$ cat config.mk
export PLATFORM = sky130hd
export DESIGN_NAME = reset_hub
export DESIGN_NICKNAME = d
export VERILOG_FILES = /design/src/rtl/reset_hub_pkg.sv /design/src/rtl/reset_hub_dp.sv /design/src/rtl/reset_hub_ctrl.sv /design/src/rtl/reset_hub.sv
export SDC_FILE = /design/constraint.sdc
export NUM_CORES = 1
export LEC_CHECK = 0
export ABC_AREA = 1
export CAP_MARGIN = 20
export CELL_PAD_IN_SITES_DETAIL_PLACEMENT = 0
export CELL_PAD_IN_SITES_GLOBAL_PLACEMENT = 1
export CORE_ASPECT_RATIO = 1.75
export CORE_MARGIN = 2
export CORE_UTILIZATION = 28
export DETAILED_ROUTE_END_ITERATION = 7
export PLACE_DENSITY = 0.95
export SLEW_MARGIN = 20
export SYNTH_ARGS = -nofsm -noshare
export SYNTH_HDL_FRONTEND = slang
export SYNTH_HIERARCHICAL = 1
export SYNTH_SLANG_ARGS = --single-unit
$ cat constraint.sdc
create_clock -name clk -period 2.5 [get_ports clk]
set_input_delay 0.5 -clock clk [delete_from_list [all_inputs] [get_ports clk]]
set_output_delay 0.5 -clock clk [all_outputs]
set_load 0.05 [all_outputs]
$ cat src/rtl/reset_hub_pkg.sv
package reset_hub_pkg;
  localparam int NUM_SRC  = 4;
  localparam int FLAG_LSB = 3;     // cause flags occupy status bits 6..3
  localparam int SW_BIT   = 4;
  localparam int CMP_BIT  = 5;
  // request/cause vector index, ordered by priority (highest index wins)
  localparam int IDX_WDT   = 0;
  localparam int IDX_SW    = 1;
  localparam int IDX_CMP   = 2;
  localparam int IDX_FLASH = 3;

  typedef enum logic [1:0] {
    KIND_DATA_WR = 2'b00,
    KIND_CODE_RD = 2'b01,
    KIND_FETCH   = 2'b10,
    KIND_NONE    = 2'b11
  } memKind_e;

  typedef struct packed {
    logic               fire;
    logic [NUM_SRC-1:0] cause;
  } rstStrobe_t;
endpackage

$ cat src/rtl/reset_hub_dp.sv
module reset_hub_dp
  import reset_hub_pkg::*;
#(
  parameter int ADDR_W = 16,
  parameter logic [ADDR_W-1:0] USER_TOP = 16'h1DFF,
  parameter int PRESCALE = 12
) (
  input  logic               clk,
  input  logic               rstPinN,
  input  logic               inReset,
  input  rstStrobe_t         strobe,
  input  logic               cmpOut,
  input  logic               wdogExpire,
  input  logic               memValid,
  input  logic [1:0]         memKind,
  input  logic [ADDR_W-1:0]  memAddr,
  input  logic               flashWrEn,
  input  logic               secViolation,
  input  logic               regWrEn,
  input  logic [7:0]         regWrData,
  output logic [NUM_SRC-1:0] reqVec,
  output logic [7:0]         causeFlags,
  output logic               wdogTick
);
  localparam int PRE_W = $clog2(PRESCALE);
  localparam logic [PRE_W-1:0] PRE_LAST = PRE_W'(PRESCALE - 1);

  logic [NUM_SRC-1:0] flagQ;
  logic [PRE_W-1:0]   preCnt;
  logic               aboveUser;
  logic               badAccess;
  logic               unusedWrBits;

  assign unusedWrBits = ^{regWrData[7:6], regWrData[3:0]};
  assign aboveUser = memAddr > USER_TOP;

  always_comb begin
    badAccess = 1'b0;
    if (memValid && aboveUser) begin
      case (memKind_e'(memKind))
        KIND_DATA_WR: badAccess = flashWrEn;
        KIND_CODE_RD: badAccess = 1'b1;
        KIND_FETCH:   badAccess = 1'b1;
        default:      badAccess = 1'b0;
      endcase
    end
  end

  always_comb begin
    reqVec            = '0;
    reqVec[IDX_FLASH] = badAccess | secViolation;
    reqVec[IDX_CMP]   = flagQ[IDX_CMP] & ~cmpOut;
    reqVec[IDX_SW]    = regWrEn & regWrData[SW_BIT];
    reqVec[IDX_WDT]   = wdogExpire;
  end

  always_ff @(posedge clk or negedge rstPinN) begin
    if (!rstPinN) begin
      flagQ <= '0;
    end else if (strobe.fire) begin
      flagQ <= strobe.cause;
    end else if (regWrEn && !inReset) begin
      flagQ[IDX_CMP] <= regWrData[CMP_BIT];
    end
  end

  always_comb begin
    causeFlags = '0;
    causeFlags[FLAG_LSB +: NUM_SRC] = flagQ;
  end

  always_ff @(posedge clk or negedge rstPinN) begin
    if (!rstPinN) begin
      preCnt <= '0;
    end else if (inReset || preCnt == PRE_LAST) begin
      preCnt <= '0;
    end else begin
      preCnt <= preCnt + 1'b1;
    end
  end

  assign wdogTick = !inReset && (preCnt == PRE_LAST);
endmodule

$ cat src/rtl/reset_hub_ctrl.sv
module reset_hub_ctrl
  import reset_hub_pkg::*;
#(
  parameter int HOLD_CYCLES = 16
) (
  input  logic               clk,
  input  logic               rstPinN,
  input  logic [NUM_SRC-1:0] reqVec,
  output logic               sysRst,
  output rstStrobe_t         strobe
);
  localparam int CNT_W = $clog2(HOLD_CYCLES);
  localparam logic [CNT_W-1:0] HOLD_LOAD = CNT_W'(HOLD_CYCLES - 1);

  logic [CNT_W-1:0]   holdCnt;
  logic               rstQ;
  logic [NUM_SRC-1:0] winner;
  logic               found;

  // priority pick: highest index wins
  always_comb begin
    winner = '0;
    found  = 1'b0;
    for (int i = NUM_SRC - 1; i >= 0; i--) begin
      if (reqVec[i] && !found) begin
        winner[i] = 1'b1;
        found     = 1'b1;
      end
    end
  end

  assign strobe.fire  = !rstQ && found;
  assign strobe.cause = winner;

  always_ff @(posedge clk or negedge rstPinN) begin
    if (!rstPinN) begin
      rstQ    <= 1'b0;
      holdCnt <= '0;
    end else if (strobe.fire) begin
      rstQ    <= 1'b1;
      holdCnt <= HOLD_LOAD;
    end else if (rstQ) begin
      if (holdCnt == '0) begin
        rstQ <= 1'b0;
      end else begin
        holdCnt <= holdCnt - 1'b1;
      end
    end
  end

  assign sysRst = rstQ;
endmodule

$ cat src/rtl/reset_hub.sv
module reset_hub
  import reset_hub_pkg::*;
#(
  parameter int ADDR_W = 16,
  parameter logic [ADDR_W-1:0] USER_TOP = 16'h1DFF,
  parameter int HOLD_CYCLES = 16,
  parameter int PRESCALE = 12
) (
  input  logic              clk,
  input  logic              rstPinN,
  input  logic              cmpOut,
  input  logic              wdogExpire,
  input  logic              memValid,
  input  logic [1:0]        memKind,
  input  logic [ADDR_W-1:0] memAddr,
  input  logic              flashWrEn,
  input  logic              secViolation,
  input  logic              regWrEn,
  input  logic [7:0]        regWrData,
  output logic              sysRst,
  output logic [7:0]        causeFlags,
  output logic              wdogTick
);
  logic [NUM_SRC-1:0] reqVec;
  rstStrobe_t         strobe;

  reset_hub_ctrl #(.HOLD_CYCLES(HOLD_CYCLES)) u_ctrl (
    .clk     (clk),
    .rstPinN (rstPinN),
    .reqVec  (reqVec),
    .sysRst  (sysRst),
    .strobe  (strobe)
  );

  reset_hub_dp #(
    .ADDR_W   (ADDR_W),
    .USER_TOP (USER_TOP),
    .PRESCALE (PRESCALE)
  ) u_dp (
    .clk          (clk),
    .rstPinN      (rstPinN),
    .inReset      (sysRst),
    .strobe       (strobe),
    .cmpOut       (cmpOut),
    .wdogExpire   (wdogExpire),
    .memValid     (memValid),
    .memKind      (memKind),
    .memAddr      (memAddr),
    .flashWrEn    (flashWrEn),
    .secViolation (secViolation),
    .regWrEn      (regWrEn),
    .regWrData    (regWrData),
    .reqVec       (reqVec),
    .causeFlags   (causeFlags),
    .wdogTick     (wdogTick)
  );
endmodule

# [Word level (Yosys, flattened, before mapping)]
# Cells that the tools add are included.
[word_totals] regBits=13 in_bits=34 wordCells=52 out_inout_bits=10
[classes] n_mux=18 reduce_logical=18 bitwise=4 eq_ne=4 n_addsub=2 magnitude_cmp=1
[ops] operator="$gt 16x13->1 const B" count=1
[ops] operator="$mux 4" count=4
[ops] operator="$mux 1" count=13
[ops] operator="$logic_and 1x1->1" count=7
[ops] operator="$add 4x1->4 const B" count=1
[ops] operator="$eq 4x4->1 const B" count=1
[ops] operator="$logic_not 1->1" count=4
[ops] operator="$logic_not 4->1" count=1
[ops] operator="$reduce_bool 2->1" count=2
[ops] operator="$sub 4x1->4 const B" count=1
[ops] operator="$and 1x1->1" count=2
[ops] operator="$eq 2x1->1 const B" count=1
[ops] operator="$eq 2x2->1 const B" count=1
[ops] operator="$logic_not 2->1" count=1
[ops] operator="$ne 2x2->1 const B" count=1
[ops] operator="$pmux 1 s2" count=1
[ops] operator="$reduce_and 2->1" count=1
[ops] operator="$reduce_or 2->1" count=1
[ops] operator="$logic_or 1x1->1" count=1
[ops] operator="$not 1->1" count=1
[ops] operator="$or 1x1->1" count=1

# [Longest topological paths before layout]
[logic_depth] ltp_word=18 ltp_mapped=15 mapped_depth_nobuf=15

# [By module]
# Netlist, hierarchy kept.
[by_module_without_submodules] mod="reset_hub_dp" area_each_um2=511.7 seq_area_each_um2=200.2 cells_each=75 instances=1
[by_module_without_submodules] mod="reset_hub_ctrl" area_each_um2=327.8 seq_area_each_um2=125.1 cells_each=43 instances=1

# [Worst setup path after synthesis]
# OpenSTA, ideal clock, no wires.
[synth_timing] path_kind="input to register" from="input memKind[0]" to="register u_dp.flagQ[2]" setup_time_ns=0.127 t_arrival_ns=1.764 slack_ns=0.609 n_path_buf=0 path_stages=14 t_required_ns=2.373 cell_sequence="inv_1 ha_1 inv_1 a21oi_1 nand2_1 nand2_1 nor2_1 nand2_1 o21ai_4 inv_1 inv_1 nand2_1 nand2_1 o21ai_0"
[synth_rtl] item="from (decl)" line_no="reset_hub.sv:14" rtl="input logic [1:0] memKind,"
[synth_rtl] item="to (signal assigned)" line_no="reset_hub_dp.sv:61" rtl="flagQ <= strobe.cause;"
[synth_rtl] item="to (signal, indexed assignment)" line_no="reset_hub_dp.sv:63" rtl="flagQ[IDX_CMP] <= regWrData[CMP_BIT];"
[synth_rtl] item="to (decl)" line_no="reset_hub_dp.sv:28" rtl="logic [NUM_SRC-1:0] flagQ;"

# [Worst setup path after layout]
[layout_timing] from="register u_dp.preCnt[0]" to="output wdogTick"
[layout_between] elab_chain_cells=2
[layout_rtl] item="from (decl)" line_no="reset_hub_dp.sv:29" rtl="logic [PRE_W-1:0] preCnt;"
[layout_rtl] item="from (signal assigned)" line_no="reset_hub_dp.sv:78" rtl="preCnt <= preCnt + 1'b1;"
[layout_rtl] item="$eq 4x4->1" line_no="reset_hub_dp.sv:82" rtl="assign wdogTick = !inReset && (preCnt == PRE_LAST);"
[layout_rtl] item="$logic_and 1x1->1" line_no="reset_hub_dp.sv:82"
[layout_rtl] item="to (decl)" line_no="reset_hub.sv:22" rtl="output logic wdogTick"
# No other way between the ends.

==> results.md <==
- Die Height: 76.4 um
- Grt ovf: 0
- Yosys top cell area share: 38.7%
- Worst-skew pair later-pin latency: 0.24 ns
- Drt via density: 4.40
- Leakage: 0.000619 uW
- Met3 Routed Length: 92 um
- Routed Antenna Nets: 0
- Worst setup EP type: output pin
- GRT Overall Usage: 10.8%
- RD Place Congestion: 0.736
- Root buf cell: clkbuf_8
- Largest net degree at the start of global routing: 14
- Most common cell after layout, fill and taps aside: nand2_1
- HP Class: register to register
- Synthesized area per cell: 7.11 sq um
- Initial Utilization: 29.0%
- Via count: 762
- Worst slack at placement: 0.0729 ns
- Seq/Total Area, Yosys: 38.7%
- First-pass GRT wire length: 2820 um
- Die W: 45.4 um
- Final hold slack: 0.480 ns
- Met2 WL post-DR: 986 um
- Clock sinks: 13
- Synth Register Bits: 13
- Hold_buf cts: 0
- Final Util: 39.5%
- Share of cells above drive strength 1: 8.28%
- Max Fclk: 428 MHz
- Post-CTS sizing: 0
- RSZ-0062 raised after global routing: false
- Max FO, Critical Path: 4
- Most frequent cells in the layout: 37 x nand2_1, 24 x clkdlybuf4s50_1, 23 x inv_1, 13 x dfrtp_1, 10 x nor2_1
- DRC: 0
- Die area: 3470 sq um
- Syn. warnings: 6
- Skew final: 0.00484 ns
- Critical path's slowest cell: clkdlybuf4s50_1
- Max IR drop VDD: 0.375 mV
- Power density over cell area: 985 nW/um^2
- Wirelength per Cell: 9.56 um
- H-tree Lvls: 1
- # setup viols final: 0
- Fin worst setup slack: 0.165 ns
- Core footprint: 2900 sq um
- Worst-margin pin slew: 0.569 ns
- Worst R2R Start: u_dp/flagQ[2]
- # rows: 26
- CP peak stage delay: 0.80 ns
- Ratio of final minimum period to clock period: 93.4%
- Antenna violations before repair: 0
- Post-Syn Instances: 118
- Nets@finish: 185
- Distinct cell type count after synthesis: 19
- Hold Crit Endpoint: u_dp/flagQ[3]
- R2r endpoint: u_dp/flagQ[2]
- Setup Fix Bufs, Post-CTS: 0
- Data required, critical path: 2.00 ns
- I/O pin count: 44
- Mapped Area: 840 sq um
- Max_slew headroom: 62.0%
- Reg2Reg Depth: 10
- Antenna diodes: 0
- TritonCTS clock tree: yes
- Post-DP HPWL: 1420 um
- PortBufs: 24
- CTS buffer count: 3
- Slew Limit Fails: 0
- Reg-to-reg setup timing slack: 1.14 ns
- CTS max path bufs: 2
- Outcome: finished, final reports clean
- Clock Pin Slew Worst Setup and Hold Paths: 0.06 ns
- Dominant cell type by area after synthesis: dfrtp_1
- Worst Setup Path Type: register to output pin
- Top sig layer: met4
- Tot Pwr: 1130 uW
- WL final: 1650 um
- Initial DRC Count: 8
- Vias in the first global route: 770
- Min-delay src: u_dp/flagQ[3]
- Most area-consuming cells after synthesis: dfrtp_1 39%, nand2_1 17%, inv_1 10%
- Hold depth: 2
- Worst path arrival time: 1.83 ns
- DRT met1 WL: 547 um
- Total of max-cap violations: 0
- Drt first pass iters: 4
- Minimum clock period: 2.33 ns
- Startpoint types: register
- Crit-path cells: ha_1, nand3_1, nor2_1, clkdlybuf4s50_1
- Hold Vio Cnt, Final: 0
- TNS Setup: 0 ns
- Synthesis-to-layout area growth: 36.4%
==> metrics by stage <==
step / instances / area [sq um]
final: 173 / 1140
after global routing: 173 / 1140
after CTS: 173 / 1140
after detailed placement: 169 / 1100
after global placement: 169 / 1100
after floorplan: 121 / 851
==> kinds of logic after synthesis <==
group | synth area share, %
simple gates | 32.0
buf+inv | 17.1
compound gates | 4.17
other cells | 0.447
flops | 38.7
fa+ha+maj | 7.45
==> cell usage after synthesis <==
master / n
dfrtp_1: 13
nor3_1: 1
o21ai_0: 1
buf_4: 6
nand3b_1: 1
nand3_1: 9
nor2_1: 10
nand4_1: 3
nand2_1: 37
o21ai_4: 1
inv_2: 2
buf_2: 1
a21oi_2: 1
conb_1: 1
nand3_2: 1
or2_0: 1
inv_1: 23
a21oi_1: 1
ha_1: 5
==> how the worst max path moves through the flow <==
stage | startpoint | to | cells past startpoint
final | u_dp/preCnt[0] | wdogTick | 4
after global routing | u_dp/preCnt[0] | wdogTick | 4
after CTS | u_dp/preCnt[0] | wdogTick | 4
after detailed placement | memKind[0] | u_dp/flagQ[2] | 15
after global placement | memKind[0] | u_dp/flagQ[2] | 15
after floorplan | memKind[0] | u_dp/flagQ[2] | 14
==> worst max-delay path, delay by kind of cell (launching register included) <==
family | cells | cell delay, ns
adder cells (fa/ha/maj) | 1 | 0.21
buffers and inverters | 1 | 0.80
flip-flops | 1 | 0.39
AND/OR/NAND/NOR | 2 | 0.20
==> registers in the layout, summed over array words and instances, names as in the netlist <==
signal	flops
u_dp/preCnt	4
u_ctrl/holdCnt	4
u_ctrl/sysRst	1
u_dp/flagQ	4
==> power by group <==
group          switching [uW]  internal (uW)  total (uW)
combinational             364            215         579
clock                    72.4            110         182
sequential               73.3            293         366
==> area by class of cell <==
type	count	area, sq um
Multi-Input combinational cell	76	382
Tap cell	28	35.0
Sequential cell	13	325
Clock inverter	1	5.00
Timing Repair Buffer	27	263
Inverter	25	93.8
Fill cell	296	1750
Clock buffer	3	41.3
==> routing by layer <==
metal | vias up | GRT usage (%)
li1 | 397 | -
met3 | 2 | 1.90
met4 | 0 | 6.18
met2 | 30 | 22.0
met1 | 333 | 7.89
met5 | - | 0
Note: power is estimated with default switching activity, not from simulation.
